File: src/rtl/tpm_pkg.sv
// Shared types for the tuning port master.
// Assumes nothing beyond a single clock domain.
package tpm_pkg;
    typedef enum logic [2:0] {
        S_IDLE,
        S_ENA,
        S_WADDR,
        S_WDATA,
        S_WHIGH,
        S_WLOW,
        S_RWAIT
    } tpm_state_e;
endpackage

File: src/rtl/tpm_phase_timer.sv
// Phase timer: a load of value V makes expire go high in the V-th cycle
// after the load edge, so a phase entered on a load lasts V cycles.
// Assumes load_val is never zero.
module tpm_phase_timer #(
    parameter int CW = 3
) (
    input  logic          clk,
    input  logic          rst_n,
    input  logic          load,
    input  logic [CW-1:0] load_val,
    output logic          expire
);
    logic [CW-1:0] cnt_q;

    // Count down the remaining cycles of the current phase.
    always_ff @(posedge clk) begin
        if (!rst_n) begin
            cnt_q <= '0;
        end else if (load) begin
            cnt_q <= load_val - CW'(1);
        end else if (cnt_q != '0) begin
            cnt_q <= cnt_q - CW'(1);
        end
    end

    assign expire = (cnt_q == '0);

    AST_TIMER_LOAD_NONZERO: assert property (@(posedge clk) disable iff (!rst_n)
        load |-> (load_val != '0));
endmodule

File: src/rtl/tpm_field_path.sv
// Field datapath: holds the bit address pointer, the write shift register,
// the read accumulator and the bits-left count for one transfer.
// Assumes the controller asserts step only while bits remain.
module tpm_field_path #(
    parameter int ADDR_W  = 8,
    parameter int DATA_W  = 16,
    parameter int LEN_W   = 5,
    parameter int MAX_LEN = 16
) (
    input  logic              clk,
    input  logic              rst_n,
    input  logic              load,
    input  logic              load_write,
    input  logic [ADDR_W-1:0] load_addr,
    input  logic [LEN_W-1:0]  load_len,
    input  logic [DATA_W-1:0] load_data,
    input  logic              step,
    input  logic              sample,
    input  logic              status,
    output logic [ADDR_W-1:0] cur_addr,
    output logic [ADDR_W-1:0] next_addr,
    output logic              cur_bit,
    output logic              last,
    output logic              empty,
    output logic [DATA_W-1:0] acc_next
);
    localparam logic [LEN_W-1:0] LEN_CAP = LEN_W'(MAX_LEN);

    logic [ADDR_W-1:0] addr_q;
    logic [DATA_W-1:0] shreg_q;
    logic [DATA_W-1:0] acc_q;
    logic [LEN_W-1:0]  left_q;
    logic              up_q;
    logic [LEN_W-1:0]  len_eff;

    // Clamp oversize lengths to the field maximum.
    always_comb begin
        len_eff = (load_len > LEN_CAP) ? LEN_CAP : load_len;
    end

    // Writes walk upward from the start, reads downward from the top bit.
    assign next_addr = up_q ? (addr_q + ADDR_W'(1)) : (addr_q - ADDR_W'(1));
    assign cur_addr  = addr_q;
    assign cur_bit   = shreg_q[0];
    assign last      = (left_q == LEN_W'(1));
    assign empty     = (left_q == '0);
    assign acc_next  = {acc_q[DATA_W-2:0], status};

    // Load a new field or advance one bit position.
    always_ff @(posedge clk) begin
        if (!rst_n) begin
            addr_q  <= '0;
            shreg_q <= '0;
            acc_q   <= '0;
            left_q  <= '0;
            up_q    <= 1'b0;
        end else if (load) begin
            up_q    <= load_write;
            left_q  <= len_eff;
            shreg_q <= load_data;
            acc_q   <= '0;
            addr_q  <= load_write ? load_addr
                                  : (load_addr + ADDR_W'(len_eff) - ADDR_W'(1));
        end else begin
            if (step) begin
                left_q  <= left_q - LEN_W'(1);
                addr_q  <= next_addr;
                shreg_q <= shreg_q >> 1;
            end
            if (sample) begin
                acc_q <= acc_next;
            end
        end
    end

    AST_LEFT_WITHIN_CAP: assert property (@(posedge clk) disable iff (!rst_n)
        left_q <= LEN_CAP);
    AST_STEP_HAS_BITS: assert property (@(posedge clk) disable iff (!rst_n)
        step |-> !empty);
    AST_SAMPLE_ONLY_READ: assert property (@(posedge clk) disable iff (!rst_n)
        sample |-> !up_q);
endmodule

File: src/rtl/tpm_ctrl.sv
// Sequencer: accepts commands, steps through enable, per-bit write phases
// or per-bit read settle windows, and owns every registered output.
// Assumes the phase timer and field datapath are driven only from here.
module tpm_ctrl
    import tpm_pkg::*;
#(
    parameter int ADDR_W     = 8,
    parameter int DATA_W     = 16,
    parameter int LEN_W      = 5,
    parameter int STROBE_CYC = 2,
    parameter int SETTLE_CYC = 4,
    parameter int CW         = 3
) (
    input  logic              clk,
    input  logic              rst_n,
    input  logic              cmd_valid,
    input  logic              cmd_write,
    input  logic [LEN_W-1:0]  cmd_len,
    input  logic              expire,
    input  logic [ADDR_W-1:0] cur_addr,
    input  logic [ADDR_W-1:0] next_addr,
    input  logic              cur_bit,
    input  logic              last,
    input  logic              empty,
    input  logic [DATA_W-1:0] acc_next,
    output logic              tmr_load,
    output logic [CW-1:0]     tmr_val,
    output logic              fp_load,
    output logic              fp_step,
    output logic              fp_sample,
    output logic              busy,
    output logic              done,
    output logic [DATA_W-1:0] rd_data,
    output logic              port_en,
    output logic [ADDR_W-1:0] port_addr,
    output logic              port_din,
    output logic              port_strobe
);
    localparam logic [CW-1:0] PH_LD = CW'(STROBE_CYC);
    localparam logic [CW-1:0] SW_LD = CW'(SETTLE_CYC);

    tpm_state_e state_q;
    logic       is_wr_q;

    // Decide timer loads and datapath moves for the current state.
    always_comb begin
        tmr_load  = 1'b0;
        tmr_val   = PH_LD;
        fp_load   = 1'b0;
        fp_step   = 1'b0;
        fp_sample = 1'b0;
        case (state_q)
            S_IDLE: begin
                if (cmd_valid) begin
                    fp_load  = 1'b1;
                    tmr_load = (cmd_len != '0);
                end
            end
            S_ENA: begin
                if (expire) begin
                    tmr_load = 1'b1;
                    tmr_val  = is_wr_q ? PH_LD : SW_LD;
                end
            end
            S_WADDR, S_WHIGH: begin
                tmr_load = expire;
            end
            S_WDATA: begin
                tmr_load = expire;
                fp_step  = expire;
            end
            S_WLOW: begin
                tmr_load = expire && !empty;
            end
            S_RWAIT: begin
                if (expire) begin
                    fp_step   = 1'b1;
                    fp_sample = 1'b1;
                    tmr_load  = !last;
                    tmr_val   = SW_LD;
                end
            end
            default: begin
                tmr_load = 1'b0;
            end
        endcase
    end

    // Advance the sequence and update the port and status registers.
    always_ff @(posedge clk) begin
        if (!rst_n) begin
            state_q     <= S_IDLE;
            is_wr_q     <= 1'b0;
            busy        <= 1'b0;
            done        <= 1'b0;
            rd_data     <= '0;
            port_en     <= 1'b0;
            port_addr   <= '0;
            port_din    <= 1'b0;
            port_strobe <= 1'b0;
        end else begin
            done <= 1'b0;
            case (state_q)
                S_IDLE: begin
                    if (cmd_valid) begin
                        rd_data <= '0;
                        if (cmd_len == '0) begin
                            done <= 1'b1;
                        end else begin
                            busy    <= 1'b1;
                            port_en <= 1'b1;
                            is_wr_q <= cmd_write;
                            state_q <= S_ENA;
                        end
                    end
                end
                S_ENA: begin
                    if (expire) begin
                        port_addr <= cur_addr;
                        state_q   <= is_wr_q ? S_WADDR : S_RWAIT;
                    end
                end
                S_WADDR: begin
                    if (expire) begin
                        port_din <= cur_bit;
                        state_q  <= S_WDATA;
                    end
                end
                S_WDATA: begin
                    if (expire) begin
                        port_strobe <= 1'b1;
                        state_q     <= S_WHIGH;
                    end
                end
                S_WHIGH: begin
                    if (expire) begin
                        port_strobe <= 1'b0;
                        state_q     <= S_WLOW;
                    end
                end
                S_WLOW: begin
                    if (expire) begin
                        if (empty) begin
                            port_en <= 1'b0;
                            busy    <= 1'b0;
                            done    <= 1'b1;
                            state_q <= S_IDLE;
                        end else begin
                            port_addr <= cur_addr;
                            state_q   <= S_WADDR;
                        end
                    end
                end
                S_RWAIT: begin
                    if (expire) begin
                        if (last) begin
                            rd_data <= acc_next;
                            port_en <= 1'b0;
                            busy    <= 1'b0;
                            done    <= 1'b1;
                            state_q <= S_IDLE;
                        end else begin
                            port_addr <= next_addr;
                        end
                    end
                end
                default: begin
                    state_q <= S_IDLE;
                end
            endcase
        end
    end

    AST_STROBE_IN_WRITE: assert property (@(posedge clk) disable iff (!rst_n)
        port_strobe |-> (port_en && is_wr_q));
    AST_STROBE_SETUP_HELD: assert property (@(posedge clk) disable iff (!rst_n)
        $rose(port_strobe) |-> ($stable(port_addr) && $stable(port_din)));
    AST_DONE_ONE_CYCLE: assert property (@(posedge clk) disable iff (!rst_n)
        done |=> !done);
    AST_DONE_NOT_BUSY: assert property (@(posedge clk) disable iff (!rst_n)
        done |-> !busy);
    AST_EN_DROPS_AT_DONE: assert property (@(posedge clk) disable iff (!rst_n)
        $fell(port_en) |-> done);
    AST_RESULT_HELD: assert property (@(posedge clk) disable iff (!rst_n)
        (!busy && !cmd_valid) |=> $stable(rd_data));
endmodule

File: src/rtl/tune_port_master.sv
// Top: bit-serial tuning port master. Moves fields of up to MAX_LEN bits
// one bit per port transaction at consecutive bit addresses.
// Assumes STROBE_CYC >= 2 and SETTLE_CYC >= 1; port_status is valid for the
// addressed bit within SETTLE_CYC cycles of an address change.
module tune_port_master #(
    parameter int ADDR_W     = 8,
    parameter int DATA_W     = 16,
    parameter int MAX_LEN    = 16,
    parameter int STROBE_CYC = 2,
    parameter int SETTLE_CYC = 4
) (
    input  logic                         clk,
    input  logic                         rst_n,
    input  logic                         cmd_valid,
    input  logic                         cmd_write,
    input  logic [ADDR_W-1:0]            cmd_addr,
    input  logic [$clog2(MAX_LEN+1)-1:0] cmd_len,
    input  logic [DATA_W-1:0]            cmd_wdata,
    output logic                         busy,
    output logic                         done,
    output logic [DATA_W-1:0]            rd_data,
    output logic                         port_en,
    output logic [ADDR_W-1:0]            port_addr,
    output logic                         port_din,
    output logic                         port_strobe,
    input  logic                         port_status
);
    localparam int LEN_W = $clog2(MAX_LEN + 1);
    localparam int MAXC  = (STROBE_CYC > SETTLE_CYC) ? STROBE_CYC : SETTLE_CYC;
    localparam int CW    = $clog2(MAXC + 1);

    logic              tmr_load;
    logic [CW-1:0]     tmr_val;
    logic              expire;
    logic              fp_load;
    logic              fp_step;
    logic              fp_sample;
    logic [ADDR_W-1:0] cur_addr;
    logic [ADDR_W-1:0] next_addr;
    logic              cur_bit;
    logic              last;
    logic              empty;
    logic [DATA_W-1:0] acc_next;

    tpm_phase_timer #(.CW(CW)) u_timer (
        .clk      (clk),
        .rst_n    (rst_n),
        .load     (tmr_load),
        .load_val (tmr_val),
        .expire   (expire)
    );

    tpm_field_path #(
        .ADDR_W  (ADDR_W),
        .DATA_W  (DATA_W),
        .LEN_W   (LEN_W),
        .MAX_LEN (MAX_LEN)
    ) u_path (
        .clk        (clk),
        .rst_n      (rst_n),
        .load       (fp_load),
        .load_write (cmd_write),
        .load_addr  (cmd_addr),
        .load_len   (cmd_len),
        .load_data  (cmd_wdata),
        .step       (fp_step),
        .sample     (fp_sample),
        .status     (port_status),
        .cur_addr   (cur_addr),
        .next_addr  (next_addr),
        .cur_bit    (cur_bit),
        .last       (last),
        .empty      (empty),
        .acc_next   (acc_next)
    );

    tpm_ctrl #(
        .ADDR_W     (ADDR_W),
        .DATA_W     (DATA_W),
        .LEN_W      (LEN_W),
        .STROBE_CYC (STROBE_CYC),
        .SETTLE_CYC (SETTLE_CYC),
        .CW         (CW)
    ) u_ctrl (
        .clk         (clk),
        .rst_n       (rst_n),
        .cmd_valid   (cmd_valid),
        .cmd_write   (cmd_write),
        .cmd_len     (cmd_len),
        .expire      (expire),
        .cur_addr    (cur_addr),
        .next_addr   (next_addr),
        .cur_bit     (cur_bit),
        .last        (last),
        .empty       (empty),
        .acc_next    (acc_next),
        .tmr_load    (tmr_load),
        .tmr_val     (tmr_val),
        .fp_load     (fp_load),
        .fp_step     (fp_step),
        .fp_sample   (fp_sample),
        .busy        (busy),
        .done        (done),
        .rd_data     (rd_data),
        .port_en     (port_en),
        .port_addr   (port_addr),
        .port_din    (port_din),
        .port_strobe (port_strobe)
    );

    AST_ZERO_LEN_QUIET: assert property (@(posedge clk) disable iff (!rst_n)
        (!busy && cmd_valid && (cmd_len == '0)) |=> (!port_en && done));
endmodule

File: config.mk
export PLATFORM = sky130hd
export DESIGN_NAME = tune_port_master
export DESIGN_NICKNAME = d
export VERILOG_FILES = /design/src/rtl/tpm_pkg.sv /design/src/rtl/tpm_phase_timer.sv /design/src/rtl/tpm_field_path.sv /design/src/rtl/tpm_ctrl.sv /design/src/rtl/tune_port_master.sv
export SDC_FILE = /design/constraint.sdc
export NUM_CORES = 1
export LEC_CHECK = 0
export BUFFER_PORTS_ARGS = -buffer_cell sky130_fd_sc_hd__buf_2
export CORE_MARGIN = 5
export CORE_UTILIZATION = 57
export DETAILED_ROUTE_END_ITERATION = 8
export GPL_TIMING_DRIVEN = 0
export PLACE_DENSITY = 0.8
export SYNTH_ARGS = -nofsm -noshare
export SYNTH_HDL_FRONTEND = slang
export SYNTH_SLANG_ARGS = --single-unit
File: constraint.sdc
create_clock -name clk -period 3.39 [get_ports clk]
set_clock_uncertainty 0.1 [all_clocks]
set_input_delay 0.678 -clock clk [delete_from_list [all_inputs] [get_ports clk]]
set_output_delay 0.678 -clock clk [all_outputs]
set_load 0.01 [all_outputs]
Word level (Yosys, flattened, before mapping)
Cells that the tools add are included.
W data, S select, Z words.
Word-level totals
  bits of input ports: 34
  logic and storage cells: 129
  register bits: 80
  output and inout port bits: 29
Cells by class
  eq/ne operators: 19
  reductions and logical operators: 24
  muxes and demuxes: 62
  bitwise logic cells: 2
  $lt $le $gt $ge: 1
  $add $sub $neg: 7
Operators by type and width (count)
  $mux W16: 5
  $mux W8: 9
  $mux W3: 15
  $pmux W16 S2: 1
  $pmux W8 S3: 1
  $pmux W3 S7: 1
  $mux W1: 20
  $ne A2 B1 Y1 const B: 8
  $sub A8 B1 Y8 const B: 2
  $mux W5: 3
  $logic_not A5 Y1: 2
  $eq A3 B3 Y1 const B: 3
  $reduce_and A9 Y1: 1
  $reduce_bool A3 Y1: 3
  $add A8 B1 Y8 const B: 1
  $add A8 B5 Y8: 1
  $ne A2 B2 Y1 const B: 4
  $reduce_bool A2 Y1: 4
  $reduce_and A7 Y1: 1
  $eq A3 B2 Y1 const B: 2
  $logic_not A3 Y1: 2
  $pmux W1 S3: 2
  $pmux W3 S2: 1
  $reduce_and A3 Y1: 2
  other kinds (17): 21

Longest topological paths before layout
Gate-level depths: netlist of run 1.
  word-level depth: 6
  depth in mapped cells: 11
  depth with buffers taken out: 11

Hierarchy
Synthesis of run 1 repeated with hierarchy kept, for this count alone.
Second synthesis, totals
  cells, all modules: 535
  area, all modules: 4540.6 µm²
By module, submodules not included
  tpm_field_path: cells each 328, seq. area each 900.9 µm², times used 1, area an instance 2745.1 µm²
  tpm_ctrl: cells each 192, seq. area each 640.6 µm², times used 1, area an instance 1627.8 µm²
  tpm_phase_timer: cells each 15, seq. area each 60.1 µm², times used 1, area an instance 167.7 µm²

Worst setup path before layout of run 1
OpenSTA, ideal clock, no wires.
  path type: input to register
  start: input port cmd_len[4]
  end: register u_path.addr_q[7], in the netlist u_path.cur_addr[7]
  library setup time: 0.126 ns
  arrival time: 2.938 ns
  required time: 3.164 ns
  cell stages on the path: 11
  path buffers: 0
  path slack: 0.227 ns
  cell sequence: inv_1 > nand2_1 > ha_1 > inv_1 > ha_1 > fa_1 > a211oi_1 > o21bai_1 > or4b_2 > nand3_1 > o22ai_1
Between the ends
  word-level cells in the longest chain between the ends: 6
Ends and longest elaborated chain
  start: declaration: line tune_port_master.sv:17  | input logic [$clog2(MAX_LEN+1)-1:0] cmd_len,
  $gt A5 B5 Y1: line tpm_field_path.sv:38  | len_eff = (load_len > LEN_CAP) ? LEN_CAP : load_len;
  $mux W5 *: line tpm_field_path.sv:38
  $add A8 B5 Y8 *: line tpm_field_path.sv:63  | : (load_addr + ADDR_W'(len_eff) - ADDR_W'(1));
  $sub A8 B1 Y8 *: line tpm_field_path.sv:63
  $mux W8 *: line tpm_field_path.sv:62  | addr_q <= load_write ? load_addr
  $mux W8 *: line tpm_field_path.sv:57  | end else if (load) begin
  end signal: assignment: line tpm_field_path.sv:62
  end signal: assignment: line tpm_field_path.sv:67  | addr_q <= next_addr;
  end: declaration: line tpm_field_path.sv:29  | logic [ADDR_W-1:0] addr_q;
Mark *: on every way between the ends. The rest lies on a longest branch, timed or not.
A chain may end at the register's enable or synchronous reset.

Final worst setup path of run 1
Ends and elaborated chain as after synthesis.

==> flow_metrics.tcl, run 1 <==
set metrics [dict create \
    outcome "complete, no violations" \
    synth_compound_area_frac 0.228 \
    grt_usage 0.230 \
    synth_cells 530 \
    vias 4148 \
    num_antenna_cells 0 \
    min_path_type "reg2reg" \
    nNetsFinal 659 \
    ys.flop_type "dfxtp_1" \
    synthAdderAreaFrac 0.0697 \
    power_mw 3.37 \
    first_iter_violations 283 \
    clock_power_share 0.219 \
    synth.avg_cell_area_um2 8.20 \
    grt_pass1_vias 3864 \
    clock-root-buffer "clkbuf_8" \
    fp.dieH_um 97.3 \
    setup_violations 0 \
    cap_violations 0 \
    seqCellArea_um2 1600 \
    overflow 0 \
    dr.pass1.iters 5 \
    async_flop_share 0 \
    p_int_mw 2.02 \
    p_switching_mw 1.35 \
    antenna_found_initial 0 \
    ys_seq_elements 80 \
    synth.area.mux_share 0.0187 \
    sw_frac_of_total 0.400 \
    ios 63 \
    insertion_delay_ns 0.35 \
    start_util 0.593 \
    io_buffers 61 \
    place_congestion 0.923 \
    max_freq_mhz 313 \
    drv_slew 0 \
    hpwl_um 8180 \
    path_max_fanout 5 \
    synth_xor_area_frac 0.0222 \
    viasPerCell 5.88 \
    num_rows 31 \
    pwr_density_cell_nw_per_um2 676 \
    crit_arrival_ns 3.34 \
    clockBufferDepth 2 \
    cts_tree "built" \
    synthDistinctLibCells 62 \
    netlist_area_um2 4350 \
    multi_input_area_um2 2510 \
    drc 0 \
    nFillCells 613 \
    htreeDepth 3 \
    yosysSeqAreaShare 0.368 \
    synth_warnings 0 \
    ant_nets 0 \
    drt_wl_total_um 11100 \
    worst_pin_slew_ns 0.801 \
    synth-simple-area-share 0.238 \
    fp.dieArea_um2 9470 \
    rsz0062_at_grt "false" \
    grt_first_pass_wirelength_um 18200 \
    comb_power_share 0.416 \
    seq_power_share 0.366 \
    maxSlewHeadroom 0.459 \
    ir_worst_vdd_uv 481 \
    cp.required_ns 3.54 \
    synth_top_family_by_area "simple AND/OR/NAND/NOR gates" \
    dpl_cell_area_um2 4780 \
    hold_viol_final 0 \
    worst-setup-path-type "in2reg" \
    final_cell_mix "nand2_1 (82), dfxtp_1 (80), buf_2 (66)" \
    synth_edf_count 0 \
    core_area_um2 7330 \
    cts_buffers 9 \
    clk_pin_slew_ns 0.10 \
    worst_setup_path_end_kind "flop" \
    final_area_um2 4990 \
    wl_per_cell_um 15.7 \
    syn_nets 587 \
    syn2layout_area_growth_pct 14.8 \
    layout_min_cycle_time_ns 3.20 \
    layout_commonest_cell "nand2_1" \
    grt_max_degree 17 \
    cts_setup_buffers 0 \
    layout-drive-gt1-share 0.163 \
    holdWs_ns 0.368 \
    die_width_um 97.3 \
    finalCritPeriodShare 0.943 \
    fin_util 0.680 \
    leakage_nw 2.14 \
    clock-sinks 80 \
    crit_path_start_kind "primary input" \
]
-- stage by stage --
step	setup TNS [ns]	setup WS, ns	cells
detailed placement	-0.268	-0.236	690
finish	0	0.193	706
CTS	0	0.133	706
global route	0	0.0511	706
floorplan	0	0.227	530
global placement	-0.157	-0.157	690
-- critical path: stages --
cell,delay (ns)
buf_2,0.12
inv_1,0.12
nand2_1,0.13
ha_1,0.30
inv_1,0.04
ha_1,0.23
fa_1,0.46
a211oi_2,0.27
o21bai_1,0.16
or4b_2,0.62
nand3_1,0.13
o22ai_1,0.09
-- synthesized netlist by cell type, types with 5 or more instances --
cell / instances / area [µm²]
ha_1: 21 / 263
nand2_1: 82 / 308
nor3_1: 7 / 35.0
a21o_1: 8 / 60.1
nor2_1: 35 / 131
dfxtp_1: 80 / 1600
o21ai_0: 20 / 100
a22oi_1: 17 / 128
nor2b_1: 29 / 181
o221ai_1: 8 / 70.1
o211a_1: 11 / 110
inv_1: 22 / 82.6
mux2i_1: 7 / 70.1
a21boi_0: 6 / 45.0
buf_2: 5 / 25.0
nand3_1: 15 / 75.1
a21oi_1: 34 / 170
nand3b_1: 6 / 45.0
xnor2_1: 8 / 70.1
a211oi_1: 8 / 60.1
clkbuf_1: 25 / 93.8
-- cells by family after synthesis --
logic type / after synthesis
simple gates: 208
buf+inv: 56
compound gates: 144
mux: 8
flops: 80
fa+ha+maj: 23
xor+xnor: 11
-- layout make-up --
type | instances | share of cell area
inverter | 22 | 0.0166
clock inverter | 7 | 0.0168
tap | 99 | 0.0248
sequential | 80 | 0.321
timing repair buffer | 61 | 0.0612
clock buffer | 9 | 0.0248
buffer | 34 | 0.0309
multi-input combinational | 394 | 0.504
-- flip-flops by register name, indices dropped and copies added (netlist names) --
name and cells:
u_ctrl.port_strobe 1, u_ctrl.busy 1, u_path.up_q 1, u_ctrl.rd_data 16, u_ctrl.port_din 1, u_ctrl.done 1
u_ctrl.port_addr 8, u_path.cur_addr 8, u_ctrl.state_q 3, u_path.left_q 5, u_path.shreg_q 16, u_timer.cnt_q 3
u_ctrl.is_wr_q 1, u_path.acc_q 15
-- final timing paths --
| kind | from | depth (start not counted) | to | slack [ns] |
|---|---|---|---|---|
| max | cmd_len[4] | 12 | u_path.cur_addr[7] | 0.19 |
| min | u_path.acc_q[6] | 2 | u_path.acc_q[7] | 0.37 |
| max reg2reg | u_ctrl.state_q[0] | 10 | u_timer.cnt_q[2] | 0.44 |
| min reg2reg | u_path.acc_q[6] | 2 | u_path.acc_q[7] | 0.37 |
-- metal layers --
layer / up-vias / track usage / wire (µm)
met2: 154 / 0.394 / 5340
met5: - / 0 / 0
met1: 1935 / 0.285 / 4740
li1: 2034 / - / -
met3: 25 / 0.0474 / 759
met4: 0 / 0.0799 / 247
-- power groups by stage --
stage               Combinational (mW)  Clock (mW)  Sequential [mW]
floorplan                         1.04           0             1.23
global placement                  1.33           0             1.24
detailed placement                1.37           0             1.25
CTS                               1.38       0.748             1.23
global route                      1.56       0.795             1.25
finish                            1.40       0.737             1.23
-- timing repair --
| action | CTS | global route |
|---|---|---|
| resized for setup | 0 | 1 |
| hold buffers | 0 | 0 |
| setup endpoints to repair | 0 | 1 |
Note: power is estimated with default switching activity, not from simulation.
==> inputs of run 2 (changes only) <==
CORE_UTILIZATION = 35   (was 57)
PLACE_DENSITY = default   (was 0.8)
==> run 2 against run 1 <==
  * Sequential share of layout area fell by 1.2 points
  * Global-route usage is 6.5 points lower
  * Flip-flop and latch count is the same
  * Clock power increased by 42%
  * Utilization down 25 points
  * Highest routed layer unchanged
  * Die area is 56% higher
  * First-iteration DRC count down 17%
  * Count of clock-buffer cells in the layout grew 1
==> flow_metrics.tcl, run 2 (synthesized netlist as in run 1, its figures left out) <==
set metrics [dict create \
    die_width_um 121 \
    path_cells "buf_2, inv_1, nand2_1, ha_1, inv_1, ha_1, fa_1, a211oi_2, o21bai_1, or4b_2, nand3_1, o22ai_1" \
    fp.dieArea_um2 14700 \
    htreeDepth 3 \
    overflow 0 \
    first_iter_violations 236 \
    crit_buf_inv 3 \
    ir_worst_vdd_uv 320 \
    cp.required_ns 3.51 \
    start_util 0.359 \
    clock-root-buffer "clkbuf_16" \
    vias 4067 \
    max_freq_mhz 312 \
    grt_first_pass_wirelength_um 19200 \
    layout_min_cycle_time_ns 3.21 \
    insertion_delay_ns 0.34 \
    maxSlewHeadroom 0.452 \
    num_antenna_cells 0 \
    layout_commonest_cell "nand2_1" \
    clockBufferDepth 2 \
    nNetsFinal 659 \
    io_buffers 61 \
    drv_slew 0 \
    grt_max_degree 15 \
    finalCritPeriodShare 0.947 \
    min_path_type "reg2reg" \
    setup_violations 0 \
    outcome "complete, no violations" \
    path_max_fanout 5 \
    cp_slowest_cell "or4b_2" \
    slowest_delay_ns 0.62 \
    drt_wl_total_um 12000 \
    grt_usage 0.165 \
    hpwl_um 8950 \
    tns_ns 0 \
    worst_pin_slew_ns 0.811 \
    num_rows 40 \
    hold_viol_final 0 \
    fp.dieH_um 121 \
    layout-drive-gt1-share 0.161 \
    rsz0062_at_grt "false" \
    drc 0 \
    leakage_nw 2.18 \
    crit_family "adder cells" \
    crit_arrival_ns 3.33 \
    cts_buffers 9 \
    final_cell_mix "nand2_1 (82), dfxtp_1 (80), buf_2 (66)" \
    dr.pass1.iters 5 \
    cts_setup_buffers 0 \
    crit_path_start_kind "primary input" \
    cts_tree "built" \
    ios 63 \
    place_congestion 0.872 \
    pwr_density_cell_nw_per_um2 714 \
    antenna_found_initial 0 \
    worst-setup-path-type "in2reg" \
    fin_util 0.428 \
    fin_ws_ns 0.180 \
    grt_pass1_vias 3927 \
    wl_per_cell_um 15.5 \
    syn2layout_area_growth_pct 19.4 \
    pre_cts_ws_ns -0.209 \
    cap_violations 0 \
    core_area_um2 12100 \
    clk_pin_slew_ns 0.06 \
    ant_nets 0 \
    worst_setup_path_end_kind "flop" \
    clock-sinks 80 \
    top_regs "u_ctrl.rd_data (16), u_path.shreg_q (16), u_path.acc_q (15)" \
    viasPerCell 5.25 \
]
## run 2: changes by cell type in the layout (fill, tap and decap cells not counted), sizes merged
cell,delta
inv,-3
clkinvlp,+1
clkbuf,+1
bufinv,+1
## run 2: worst min-delay path, delay by kind of cell (launching register included)
kind               cells  cell delay (ns)
and+or+nand+nor        1             0.05
AOI/OAI and AO/OA      1             0.05
DFF                    1             0.31
## run 2: per-stage QoR
step	power [mW]	hold WS, ns	instance area, µm²	instances
3_3_place_gp	2.60	0.348	4860	759
6_report	3.70	0.363	5190	775
3_5_place_dp	2.65	0.354	4860	759
4_1_cts	3.71	0.362	5180	775
2_1_floorplan	2.27	0.337	4350	530
5_1_grt	3.94	0.372	5190	775
## run 2: cell type report
class                   count  area [µm²]
flip-flops and latches     80        1600
repair buffers             61         305
clock inverters             6        92.6
inverters                  22        82.6
clock buffers              10         229
plain buffers              34         154
well taps                 168         210
fillers                  1283        6920
multi-input cells         394        2510
## run 2: layer usage
| metal | GRT usage | vias to the layer above | part of all wire |
|---|---|---|---|
| met4 | 0.0581 | 0 | 0.016 |
| met2 | 0.277 | 83 | 0.49 |
| met3 | 0.0382 | 12 | 0.036 |
| met5 | 0 | - | 0 |
| li1 | - | 2032 | - |
| met1 | 0.206 | 1940 | 0.46 |
## run 2: final timing paths
kind / endpoint / slack (ns) / cells past startpoint / startpoint
worst max register to register: u_timer.cnt_q[2] / 0.30 / 10 / u_ctrl.state_q[0]
worst max-delay path: u_path.cur_addr[7] / 0.18 / 12 / cmd_len[4]
worst min-delay path: u_path.acc_q[14] / 0.36 / 2 / u_path.acc_q[14]
worst min register to register: u_path.acc_q[14] / 0.36 / 2 / u_path.acc_q[14]
## run 2: what timing repair did
action	in CTS	in global routing
resized for setup	0	1
hold buffers	0	0
setup endpoints to repair	0	1
## run 2: report_power, final
| part | internal, mW | switching (mW) |
|---|---|---|
| Combinational | 0.567 | 0.857 |
| Clock | 0.649 | 0.397 |
| Sequential | 1.11 | 0.128 |
| Total | 2.32 | 1.38 |
==> inputs of run 3 (changes only) <==
RECOVER_POWER = 100   (was default)
==> run 3 against run 2 <==
  * Via count grew 0.79%
  * Critical path depth is the same
  * Sequential share of layout area grew 0.35 points
  * Combinational power barely moved
  * Utilization shrank 0.48 points
  * Final area down 1.1%
  * Wire length grew 0.16%
  * Largest cell class unchanged
  * Highest routed layer unchanged
==> flow_metrics.tcl, run 3 (synthesized netlist as in run 1, its figures left out) <==
set metrics [dict create \
    outcome "complete, no violations" \
    grt_pass1_vias 3927 \
    grt_max_degree 15 \
    die_width_um 121 \
    hold_viol_final 0 \
    crit_arrival_ns 3.33 \
    final_cell_mix "nand2_1 (82), dfxtp_1 (80), clkbuf_1 (57)" \
    fp.dieArea_um2 14700 \
    insertion_delay_ns 0.34 \
    num_rows 40 \
    finalCritPeriodShare 0.946 \
    viasPerCell 5.29 \
    clock-root-buffer "clkbuf_16" \
    drc 0 \
    layout-drive-gt1-share 0.105 \
    cp.required_ns 3.51 \
    dr.pass1.iters 5 \
    wl_per_cell_um 15.5 \
    max_freq_mhz 312 \
    worst-setup-path-type "in2reg" \
    regToRegSetupSlack_ns 0.26 \
    holdWs_ns 0.361 \
    drv_slew 0 \
    vias 4099 \
    ios 63 \
    power_mw 3.68 \
    drt_wl_total_um 12000 \
    rr_worst_depth 10 \
    fp.dieH_um 121 \
    fin_util 0.424 \
    htreeDepth 3 \
    cts_setup_buffers 0 \
    worst_pin_slew_ns 1.17 \
    tns_ns 0 \
    overflow 0 \
    place_congestion 0.872 \
    hold_depth 2 \
    antenna_found_initial 0 \
    io_buffers 61 \
    clk_pin_slew_ns 0.06 \
    cts_tree "built" \
    ir_worst_vdd_uv 321 \
    setup_violations 0 \
    crit_path_start_kind "primary input" \
    first_iter_violations 294 \
    maxSlewHeadroom 0.211 \
    pwr_density_cell_nw_per_um2 716 \
    clock-sinks 80 \
    grt_usage 0.165 \
    worst_setup_path_end_kind "flop" \
    ant_nets 0 \
    num_antenna_cells 0 \
    rsz0062_at_grt "false" \
    grt_first_pass_wirelength_um 19200 \
    cap_violations 0 \
    cts_buffers 9 \
    layout_commonest_cell "nand2_1" \
    syn2layout_area_growth_pct 18.0 \
    hpwl_um 8950 \
    leakage_nw 2.04 \
    nNetsFinal 659 \
    core_area_um2 12100 \
    start_util 0.359 \
    min_path_type "reg2reg" \
    clockBufferDepth 2 \
    top_regs "u_ctrl.rd_data (16), u_path.shreg_q (16), u_path.acc_q (15)" \
    layout_min_cycle_time_ns 3.21 \
    path_max_fanout 5 \
]
-- run 3: cell types whose count changed in the layout (fill, tap and decap cells not counted), sizes merged --
cell / previous run / this run
buf: 69 / 35
clkbuf: 36 / 70
-- run 3: where the power goes --
part	internal [mW]	total (mW)	switching (mW)
clock	0.649	1.05	0.397
combinational	0.550	1.40	0.849
sequential	1.11	1.23	0.126
total	2.30	3.68	1.37
-- run 3: timing repair --
| action | in CTS | in global routing |
|---|---|---|
| hold buffers | 0 | 0 |
| resized for setup | 0 | 1 |
| setup endpoints to repair | 0 | 1 |
-- run 3: critical path: stages --
cell and delay, ns:
clkbuf_2 0.11, inv_1 0.13, nand2_1 0.14, ha_1 0.30, inv_1 0.04, ha_1 0.23, fa_1 0.45, a211oi_2 0.25
o21bai_1 0.15, or4b_2 0.62, nand3_1 0.14, o22ai_1 0.09
-- run 3: through the flow --
| stage | std cells | worst slack (ns) | cell area (µm²) |
|---|---|---|---|
| floorplan | 530 | 0.227 | 4350 |
| global placement | 759 | -0.187 | 4860 |
| detailed placement | 759 | -0.209 | 4860 |
| CTS | 775 | 0.129 | 5180 |
| global route | 775 | 0.0398 | 5130 |
| finish | 775 | 0.182 | 5130 |
-- run 3: layer usage --
layer,vias up,GRT usage,wire [µm]
met4,0,0.0581,216
met3,16,0.0382,444
met2,99,0.277,5860
met1,1955,0.206,5500
li1,2029,-,-
met5,-,0,0
-- run 3: final timing paths --
check | start | end
max reg2reg | u_ctrl.state_q[0] | u_timer.cnt_q[2]
max | cmd_len[4] | u_path.cur_addr[7]
min reg2reg | u_path.acc_q[14] | u_path.acc_q[14]
min | u_path.acc_q[14] | u_path.acc_q[14]
-- run 3: final cells by class --
class                      instances  area (µm²)
buffer                            34         150
clock buffer                      10         229
clock inverter                     6        92.6
fill                            1290        6980
inverter                          22        82.6
multi-input combinational        394        2490
sequential                        80        1600
tap                              168         210
timing repair buffer              61         270
